File: src/rtl/mdio_slave_pkg.sv
package mdio_slave_pkg;

  typedef enum logic [2:0] {
    S_HUNT, S_START, S_HDR, S_TURN, S_READ, S_WTURN, S_WDATA
  } mdio_state_e;

  localparam logic [1:0] OP_READ  = 2'b10;
  localparam logic [1:0] OP_WRITE = 2'b01;

  // flag order equals register bit order 15 down to 7
  typedef struct packed {
    logic rst;
    logic loopback;
    logic speed100;
    logic an_en;
    logic pdown;
    logic isolate;
    logic an_restart;
    logic full_dup;
    logic col_test;
  } ctl_bits_t;

  localparam int unsigned CTL_W = $bits(ctl_bits_t);
  localparam ctl_bits_t CTL_DEFAULT = 9'b0_0_1_1_0_0_0_1_0;

endpackage

File: src/rtl/mdio_frame_rx.sv
module mdio_frame_rx
  import mdio_slave_pkg::*;
#(
  parameter int unsigned PRE_LEN = 32,
  parameter int unsigned ADDR_W  = 5,
  parameter int unsigned DATA_W  = 16
) (
  input  logic              clk,
  input  logic              rst_n,
  input  logic              mdio_in,
  input  logic [ADDR_W-1:0] dev_addr,
  input  logic [DATA_W-1:0] rd_data,
  output logic [ADDR_W-1:0] reg_sel,
  output logic              wr_en,
  output logic [DATA_W-1:0] wr_data,
  output logic              mdio_out,
  output logic              mdio_oe
);

  localparam int unsigned HDR_BITS = 2 + 2 * ADDR_W;
  localparam int unsigned CNT_W    = $clog2(PRE_LEN + DATA_W + 1);
  localparam logic [CNT_W-1:0] PRE_FULL = CNT_W'(PRE_LEN);
  localparam logic [CNT_W-1:0] HDR_LAST = CNT_W'(HDR_BITS - 1);
  localparam logic [CNT_W-1:0] DAT_LAST = CNT_W'(DATA_W - 1);
  localparam logic [CNT_W-1:0] DAT_END  = CNT_W'(DATA_W);

  mdio_state_e       state_q;
  logic [CNT_W-1:0]  cnt_q;
  logic [DATA_W-1:0] sh_q;
  logic [ADDR_W-1:0] reg_q;
  logic              out_q, oe_q;

  logic [HDR_BITS-1:0] hdr_w;
  logic [1:0]          hdr_op;
  logic [ADDR_W-1:0]   hdr_addr, hdr_reg;
  logic                hdr_hit;

  assign hdr_w    = {sh_q[HDR_BITS-2:0], mdio_in};
  assign hdr_op   = hdr_w[HDR_BITS-1 -: 2];
  assign hdr_addr = hdr_w[2*ADDR_W-1 -: ADDR_W];
  assign hdr_reg  = hdr_w[ADDR_W-1:0];
  assign hdr_hit  = (hdr_addr == dev_addr);

  assign wr_en    = (state_q == S_WDATA) && (cnt_q == DAT_LAST);
  assign wr_data  = {sh_q[DATA_W-2:0], mdio_in};
  assign reg_sel  = reg_q;
  assign mdio_out = out_q;
  assign mdio_oe  = oe_q;

  always_ff @(posedge clk or negedge rst_n) begin
    if (!rst_n) begin
      state_q <= S_HUNT;
      cnt_q   <= '0;
      sh_q    <= '0;
      reg_q   <= '0;
      out_q   <= 1'b0;
      oe_q    <= 1'b0;
    end else begin
      case (state_q)
        S_HUNT: begin
          if (mdio_in) begin
            if (cnt_q != PRE_FULL) cnt_q <= cnt_q + 1'b1;
          end else begin
            if (cnt_q == PRE_FULL) state_q <= S_START;
            cnt_q <= '0;
          end
        end
        S_START: begin
          state_q <= mdio_in ? S_HDR : S_HUNT;
          cnt_q   <= '0;
        end
        S_HDR: begin
          sh_q  <= {sh_q[DATA_W-2:0], mdio_in};
          cnt_q <= cnt_q + 1'b1;
          if (cnt_q == HDR_LAST) begin
            cnt_q <= '0;
            reg_q <= hdr_reg;
            if (hdr_hit && hdr_op == OP_READ)       state_q <= S_TURN;
            else if (hdr_hit && hdr_op == OP_WRITE) state_q <= S_WTURN;
            else                                    state_q <= S_HUNT;
          end
        end
        S_TURN: begin
          oe_q    <= 1'b1;
          out_q   <= 1'b0;
          sh_q    <= rd_data;
          cnt_q   <= '0;
          state_q <= S_READ;
        end
        S_READ: begin
          if (cnt_q == DAT_END) begin
            oe_q    <= 1'b0;
            out_q   <= 1'b0;
            cnt_q   <= '0;
            state_q <= S_HUNT;
          end else begin
            out_q <= sh_q[DATA_W-1];
            sh_q  <= {sh_q[DATA_W-2:0], 1'b0};
            cnt_q <= cnt_q + 1'b1;
          end
        end
        S_WTURN: begin
          cnt_q <= cnt_q + 1'b1;
          if (cnt_q[0]) begin
            cnt_q   <= '0;
            state_q <= S_WDATA;
          end
        end
        S_WDATA: begin
          sh_q  <= {sh_q[DATA_W-2:0], mdio_in};
          cnt_q <= cnt_q + 1'b1;
          if (cnt_q == DAT_LAST) begin
            cnt_q   <= '0;
            state_q <= S_HUNT;
          end
        end
        default: begin
          state_q <= S_HUNT;
          cnt_q   <= '0;
        end
      endcase
    end
  end

  AST_TA_DRIVES_ZERO: assert property (@(posedge clk) disable iff (!rst_n)
    $rose(oe_q) |-> !out_q);
  AST_DRIVE_HOLDS: assert property (@(posedge clk) disable iff (!rst_n)
    $rose(oe_q) |=> oe_q);
  AST_NO_DRIVE_ON_MISS: assert property (@(posedge clk) disable iff (!rst_n)
    (state_q == S_HDR && cnt_q == HDR_LAST && !hdr_hit) |=> !oe_q);

endmodule

File: src/rtl/mdio_ctrl_reg0.sv
module mdio_ctrl_reg0
  import mdio_slave_pkg::*;
#(
  parameter int unsigned ADDR_W = 5,
  parameter int unsigned DATA_W = 16
) (
  input  logic              clk,
  input  logic              rst_n,
  input  logic [ADDR_W-1:0] reg_sel,
  input  logic              wr_en,
  input  logic [CTL_W-1:0]  wr_flags,
  output logic [DATA_W-1:0] rd_data,
  output ctl_bits_t         ctl
);

  localparam int unsigned RSVD_W = DATA_W - CTL_W;

  ctl_bits_t ctl_q;
  logic      sel_zero;

  assign sel_zero = (reg_sel == '0);
  assign rd_data  = sel_zero ? {ctl_q, {RSVD_W{1'b0}}} : '0;
  assign ctl      = ctl_q;

  always_ff @(posedge clk or negedge rst_n) begin
    if (!rst_n) begin
      ctl_q <= CTL_DEFAULT;
    end else if (wr_en && sel_zero) begin
      if (wr_flags[CTL_W-1]) begin
        ctl_q     <= CTL_DEFAULT;
        ctl_q.rst <= 1'b1;
      end else begin
        ctl_q <= ctl_bits_t'(wr_flags);
      end
    end else begin
      ctl_q.rst        <= 1'b0;
      ctl_q.an_restart <= 1'b0;
    end
  end

  AST_RST_ONE_CYCLE: assert property (@(posedge clk) disable iff (!rst_n)
    (ctl_q.rst && !wr_en) |=> !ctl_q.rst);
  AST_RST_LOADS_DEFAULT: assert property (@(posedge clk) disable iff (!rst_n)
    (ctl_q.rst && !wr_en) |=> (ctl_q == CTL_DEFAULT));
  AST_RESTART_PULSE: assert property (@(posedge clk) disable iff (!rst_n)
    (ctl_q.an_restart && !wr_en) |=> !ctl_q.an_restart);
  AST_HOLD_WITHOUT_WRITE: assert property (@(posedge clk) disable iff (!rst_n)
    !wr_en |=> $stable({ctl_q.loopback, ctl_q.speed100, ctl_q.an_en, ctl_q.pdown,
                        ctl_q.isolate, ctl_q.full_dup, ctl_q.col_test}));

endmodule

File: src/rtl/mdio_ctrl_slave.sv
module mdio_ctrl_slave
  import mdio_slave_pkg::*;
#(
  parameter int unsigned PRE_LEN = 32,
  parameter int unsigned ADDR_W  = 5,
  parameter int unsigned DATA_W  = 16
) (
  input  logic              mdc,
  input  logic              rst_n,
  input  logic [ADDR_W-1:0] phy_addr,
  input  logic              mdio_in,
  output logic              mdio_out,
  output logic              mdio_oe,
  output logic              ctl_reset,
  output logic              ctl_loopback,
  output logic              ctl_speed100,
  output logic              ctl_an_enable,
  output logic              ctl_power_down,
  output logic              ctl_isolate,
  output logic              ctl_an_restart,
  output logic              ctl_full_duplex,
  output logic              ctl_col_test
);

  logic [ADDR_W-1:0] reg_sel;
  logic              wr_en;
  logic [DATA_W-1:0] wr_data;
  logic [DATA_W-1:0] rd_data;
  ctl_bits_t         ctl;

  mdio_frame_rx #(.PRE_LEN(PRE_LEN), .ADDR_W(ADDR_W), .DATA_W(DATA_W)) u_frame (
    .clk(mdc), .rst_n(rst_n), .mdio_in(mdio_in), .dev_addr(phy_addr),
    .rd_data(rd_data), .reg_sel(reg_sel), .wr_en(wr_en), .wr_data(wr_data),
    .mdio_out(mdio_out), .mdio_oe(mdio_oe)
  );

  mdio_ctrl_reg0 #(.ADDR_W(ADDR_W), .DATA_W(DATA_W)) u_reg0 (
    .clk(mdc), .rst_n(rst_n), .reg_sel(reg_sel), .wr_en(wr_en),
    .wr_flags(wr_data[DATA_W-1 -: CTL_W]), .rd_data(rd_data), .ctl(ctl)
  );

  assign ctl_reset       = ctl.rst;
  assign ctl_loopback    = ctl.loopback;
  assign ctl_speed100    = ctl.speed100;
  assign ctl_an_enable   = ctl.an_en;
  assign ctl_power_down  = ctl.pdown;
  assign ctl_isolate     = ctl.isolate;
  assign ctl_an_restart  = ctl.an_restart;
  assign ctl_full_duplex = ctl.full_dup;
  assign ctl_col_test    = ctl.col_test;

endmodule

File: config.mk
export PLATFORM = sky130hd
export DESIGN_NAME = mdio_ctrl_slave
export DESIGN_NICKNAME = d
export VERILOG_FILES = /design/src/rtl/mdio_slave_pkg.sv /design/src/rtl/mdio_frame_rx.sv /design/src/rtl/mdio_ctrl_reg0.sv /design/src/rtl/mdio_ctrl_slave.sv
export SDC_FILE = /design/constraint.sdc
export NUM_CORES = 1
export LEC_CHECK = 0
export ABC_CLOCK_PERIOD_IN_PS = 4200
export BUFFER_PORTS_ARGS = -buffer_cell sky130_fd_sc_hd__clkbuf_2
export CORE_MARGIN = 4
export CORE_UTILIZATION = 45
export DETAILED_ROUTE_END_ITERATION = 16
export SYNTH_ARGS = -nofsm -noshare
export SYNTH_HDL_FRONTEND = slang
export SYNTH_SLANG_ARGS = --single-unit
File: constraint.sdc
create_clock -name mdc -period 4.2 [get_ports mdc]
set_input_delay 0.84 -clock mdc [delete_from_list [all_inputs] [get_ports mdc]]
set_output_delay 0.84 -clock mdc [all_outputs]
set_load 0.005 [all_outputs]
Word-level counts from Yosys, hierarchy flattened --
Cells that the tools add are included.
Operators by class: add/sub/neg operators 1, equality and inequality tests 22, mux-type cells 27, reduce and logical (&&, ||, !) cells 13
Operators with widths (number):
- $pmux W16 S3 | 1
- $mux W6 | 6
- $mux W16 | 2
- $pmux W6 S5 | 1
- $mux W3 | 8
- $pmux W3 S7 | 1
- $eq A6 B4 Y1 const B | 2
- $eq A3 B3 Y1 const B | 3
- $mux W9 | 1
- $ne A2 B1 Y1 const B | 4
- $add A6 B1 Y6 const B | 1
- $eq A3 B2 Y1 const B | 2
- $eq A6 B5 Y1 const B | 1
- $eq A6 B6 Y1 const B | 1
- $ne A2 B2 Y1 const B | 3
- $ne A6 B6 Y1 const B | 1
- $reduce_and A2 Y1 | 3
- $reduce_and A6 Y1 | 1
- $eq A5 B5 Y1 | 1
- $logic_not A5 Y1 | 1
- $logic_and A1 B1 Y1 | 4
- $mux W1 | 4
- $pmux W1 S2 | 2
- $eq A3 B1 Y1 const B | 1
- 8 further kinds | 8
Word-level totals: flip-flop bits (word level) 41, bits of input ports 8, output and inout bits 11, word-level logic and storage cells 78

Longest topological paths before layout --
word-level depth 6, depth in mapped cells 8

Modules after synthesis --
From an unflattened synthesis, not the netlist that was laid out.
Second synthesis, totals: cells, all modules 259, area total of the unflattened synthesis 2521.2 µm²
By module, submodules not included:
- mdio_frame_rx | instances 1, cells an instance 209, area an instance 2001.9 µm²
- mdio_ctrl_reg0 | instances 1, cells an instance 50, area an instance 519.2 µm²

Least setup slack after synthesis --
No wires, ideal clock.
path type input to register, start point input port mdio_in, end point register u_frame.state_q[2], arrival time 1810 ps, path slack 2264 ps, cell stages on the path 5, buffers on the path 0, cells stage by stage or2_2 a22oi_1 o221ai_2 o21bai_4 mux2i_1
Between the ends: longest elaborated chain between the ends 2
Ends and longest elaborated chain:
- start: declaration | line mdio_ctrl_slave.sv:11 | input logic mdio_in,
- $ne A2 B2 Y1 (no line)
- $reduce_and A6 Y1 (no line)
- end signal: assignment | line mdio_frame_rx.sv:69 | state_q <= mdio_in ? S_HDR : S_HUNT;
- end: declaration | line mdio_frame_rx.sv:27 | mdio_state_e state_q;
Every way passes these cells. A chain may end at the register's enable or synchronous reset.

Final worst setup path --
start point register u_frame.cnt_q[0], end point register u_frame.sh_q[10]
Between the ends: longest elaborated chain between the ends 3
Ends and longest elaborated chain:
- start: declaration | line mdio_frame_rx.sv:28 | logic [CNT_W-1:0] cnt_q;
- start signal: assignment | line mdio_frame_rx.sv:62 | if (cnt_q != PRE_FULL) cnt_q <= cnt_q + 1'b1;
- start signal: assignment | line mdio_frame_rx.sv:74 | cnt_q <= cnt_q + 1'b1;
- start signal: assignment | line mdio_frame_rx.sv:99 | cnt_q <= cnt_q + 1'b1;
- $eq A6 B5 Y1 | line mdio_frame_rx.sv:91 | if (cnt_q == DAT_END) begin
- $ne A2 B2 Y1 (no line)
- $reduce_and A2 Y1 (no line)
- end signal: assignment | line mdio_frame_rx.sv:86 | sh_q <= rd_data;
- end signal: assignment | line mdio_frame_rx.sv:98 | sh_q <= {sh_q[DATA_W-2:0], 1'b0};
- end signal: assignment | line mdio_frame_rx.sv:110 | sh_q <= {sh_q[DATA_W-2:0], mdio_in};
- end: declaration | line mdio_frame_rx.sv:29 | logic [DATA_W-1:0] sh_q;
Every way passes these cells.

==> impl_results.md <==
- Status: finished clean
- #FFs+latches synth: 41
- Final hold vios: 0
- Vias in the first global route: 1,719
- Total core area: 0.00479 sq mm
- CTS tree: yes
- Synth Area in Compound Gates: 0.157
- GPL Wtd Cong: 0.906
- Crit path from: u_frame.cnt_q[0]
- Register-to-register setup slack: 1910 ps
- PostCTS Resize Cnt: 0
- Worst vdd ir: 0.173 mV
- Total setup buffers inserted after CTS: 0
- Slew margin rel.: 0.259
- IO buf count: 18
- Number of diodes: 0
- Iter 0 DRT Violations: 56
- Stages on worst setup path: 7
- Initial antenna violation count: 0
- Part of the power in registers: 0.577
- Worst r2r src: u_frame.cnt_q[0]
- P&R area growth vs syn: 8.30%
- Number of buffers and inverters on the critical path: 1
- Num CTS Buffers: 5
- Setup violators final: 0
- Largest family of logic cells by synthesized area: simple AND/OR/NAND/NOR gates
- Max incr delay on CP: 870 ps
- Max Slew Vio Count: 0
- Cells after Synth: 246
- CP top delay family: compound AO/OA/AOI/OAI gates
- Psw: 201 uW
- P per Cell Area: 310 mW/mm^2
- Worst-Skew Late Latency: 300 ps
- Min-Delay Path Class: flip-flop to flip-flop
- Adder-cell area share of the yosys netlist: 0.0167
- Final net count: 266
- Die width: 78.6 um
- Wirelength per Cell: 14.9 um
- Max Cap Viol: 0
- Worst setup endpoint: u_frame.sh_q[10]
- Multiplexer share of the synthesized area: 0.0295
- Metal2 WL: 2.28 mm
- GR Overflow Total: 0
- Post-Route M1 WL: 2.33 mm
- Worst Skew: 7.75 ps
- Critical Setup Path Class: flip-flop to flip-flop
- Async S/R FF share, synth: 1.00
- Worst path arrival time: 2510 ps
- Distinct cell type count after synthesis: 51
- Startpoint types: flip-flop
- Crit path cell chain: inv_1, ha_1, nor3b_2, a31oi_1, o21ai_2, a211oi_1, a21oi_1
- Core Util, Final: 0.508
- Yosys warnings: 0
- DR vias: 1,772
- Fmax: 436 MHz
- Static Leak: 0.00111 uW
- Combinational fraction of design power: 0.084
- EDFF count, synth: 0
- WL met3: 146 um
- Hold buffers post-CTS: 0
- Starting Density: 0.469
- Reg clk slew, reported paths: 80 ps
- TritonRoute pass-1 iters: 4
- Synth Flop Type: dfrtp_1
- H-Tree Depth: 2
- Crit share post-route: 0.546
- Worst R2R Path Depth: 7
- Worst-path fanout max: 31
- Residual DRC count: 0
- Top cells by area, synth: dfrtp_1 42%, nand2_1 6.9%, o21ai_1 4.5%
- Synth top area share: 0.423
- I/O Pins: 19
- Synth Net Count: 257
- Seq/Total Area, Yosys: 0.458
- Routed vias/inst: 5.49
- Area of the mapped netlist: 0.00225 sq mm
- Int Pwr: 553 uW
- Worst R2R End: u_frame.sh_q[10]
- Site Rows: 25
- Die height: 78.6 um
- Clock root buffer: clkbuf_8
- TritonCTS Sinks: 41
- Synth area leader: dfrtp_1
- Layout cells sized above 1: 0.160
- RSZ-0062 raised after global routing: no
- HPWL after DPL: 3.29 mm
- Power, Total: 753 uW
- Routed WL: 4.81 mm
- Worst setup EP type: flip-flop
- Final TNS setup: 0 ps
- Min-delay src: u_frame.reg_sel[4]
- Clock network fraction of total power: 0.339
- DR top layer: met4
- Mean post-synth cell area: 9.13 sq um
- Largest net degree at the start of global routing: 42
- Crit path required time: 4420 ps
- Post-DRT Antenna Nets: 0
- First-pass GRT wire length: 8.40 mm
- Clk buf depth: 2
- Slowest CP cell: o21ai_2
- Post-synthesis simple-gate area fraction: 0.264
- Measured slew at the worst slew-check pin: 1110 ps
- Synth Area in XOR/XNOR: 0.0312
- Minimum clock period after layout: 2290 ps
- Total Die Area: 0.00619 sq mm
- All-layer global routing usage: 0.170
- Sw Share: 0.266
-- cell usage in the layout (no fill, tap or decap), types with 2 or more instances in the layout --
cell type / instances
clkbuf_1: 2
a22o_1: 2
nand2_1: 41
dfstp_2: 3
o21ai_1: 19
nand3b_1: 6
dfrtp_1: 38
and2_1: 2
nor2b_1: 2
a32oi_1: 2
o21ai_0: 4
nor3_2: 3
nor3_1: 3
clkbuf_8: 5
and3_1: 10
mux2_1: 5
a31oi_1: 7
a21oi_1: 14
ha_1: 3
nor2_1: 18
inv_1: 6
xnor2_1: 5
nand2b_1: 4
xor2_1: 3
nand3_1: 5
clkbuf_2: 18
-- power by group through the flow --
stage	logic (uW)	clock network, uW	registers, uW
finish	63.1	256	434
global route	73.5	283	438
CTS	64.7	266	434
detailed placement	64.4	0	442
global placement	63.6	0	441
floorplan	51.1	0	429
-- metal layers --
metal,track usage,vias to the layer above
met5,0,-
li1,-,870
met3,0.0344,5
met1,0.232,863
met2,0.271,34
met4,0.0524,0
-- synth_stat cells (all sizes together) (6+ instances only) --
cell,n
nand2,41
dfrtp,38
o21ai,24
nor2,19
a21oi,14
and3,11
buf,11
a31oi,7
inv,6
nand3b,6
nor3,6
-- stage by stage --
stage | worst slack (ps) | cells | hold slack [ps] | cell area [sq um]
after floorplan | 2260 | 246 | 455 | 2250
after global placement | 1960 | 315 | 467 | 2350
after detailed placement | 1910 | 315 | 474 | 2350
after CTS | 1900 | 323 | 494 | 2430
after global routing | 1620 | 323 | 524 | 2430
final | 1910 | 323 | 490 | 2430
-- how the worst min path moves through the flow --
stage / end / slack, ps / cells after the start
floorplan: u_frame.reg_sel[2] / 460 / 1
global placement: u_frame.reg_sel[2] / 470 / 1
detailed placement: u_frame.reg_sel[0] / 470 / 1
CTS: u_frame.reg_sel[2] / 490 / 1
global route: u_reg0.ctl[7] / 520 / 2
finish: u_frame.reg_sel[4] / 490 / 1
-- cell type report --
class	instances	area, sq um
fill	462	2350
multi-input combinational	183	1120
sequential	41	1030
timing repair buffer	18	90.1
tap	67	83.8
clock buffer	7	76.3
inverter	6	22.5
clock inverter	1	7.51
-- logic make-up (layout without fill, tap and decap cells) --
logic type	Yosys count	count (layout)
compound gates	56	56
xor+xnor	8	8
fa+ha+maj	3	3
buf+inv	22	32
flops	41	41
mux	6	6
simple gates	110	110
-- sequential cells by signal (all words and copies together), names as in the netlist --
name              flops
u_frame.sh_q         16
u_reg0.ctl            9
u_frame.cnt_q         6
u_frame.reg_sel       5
u_frame.state_q       3
u_frame.mdio_oe       1
u_frame.mdio_out      1
-- worst reg2reg max path, stage by stage, from the launching register on --
cell and delay, ps:
dfrtp_1 470, inv_1 110, ha_1 140, nor3b_2 230
a31oi_1 140, o21ai_2 870, a211oi_1 110, a21oi_1 160
Power figures use the tool's default switching activity.
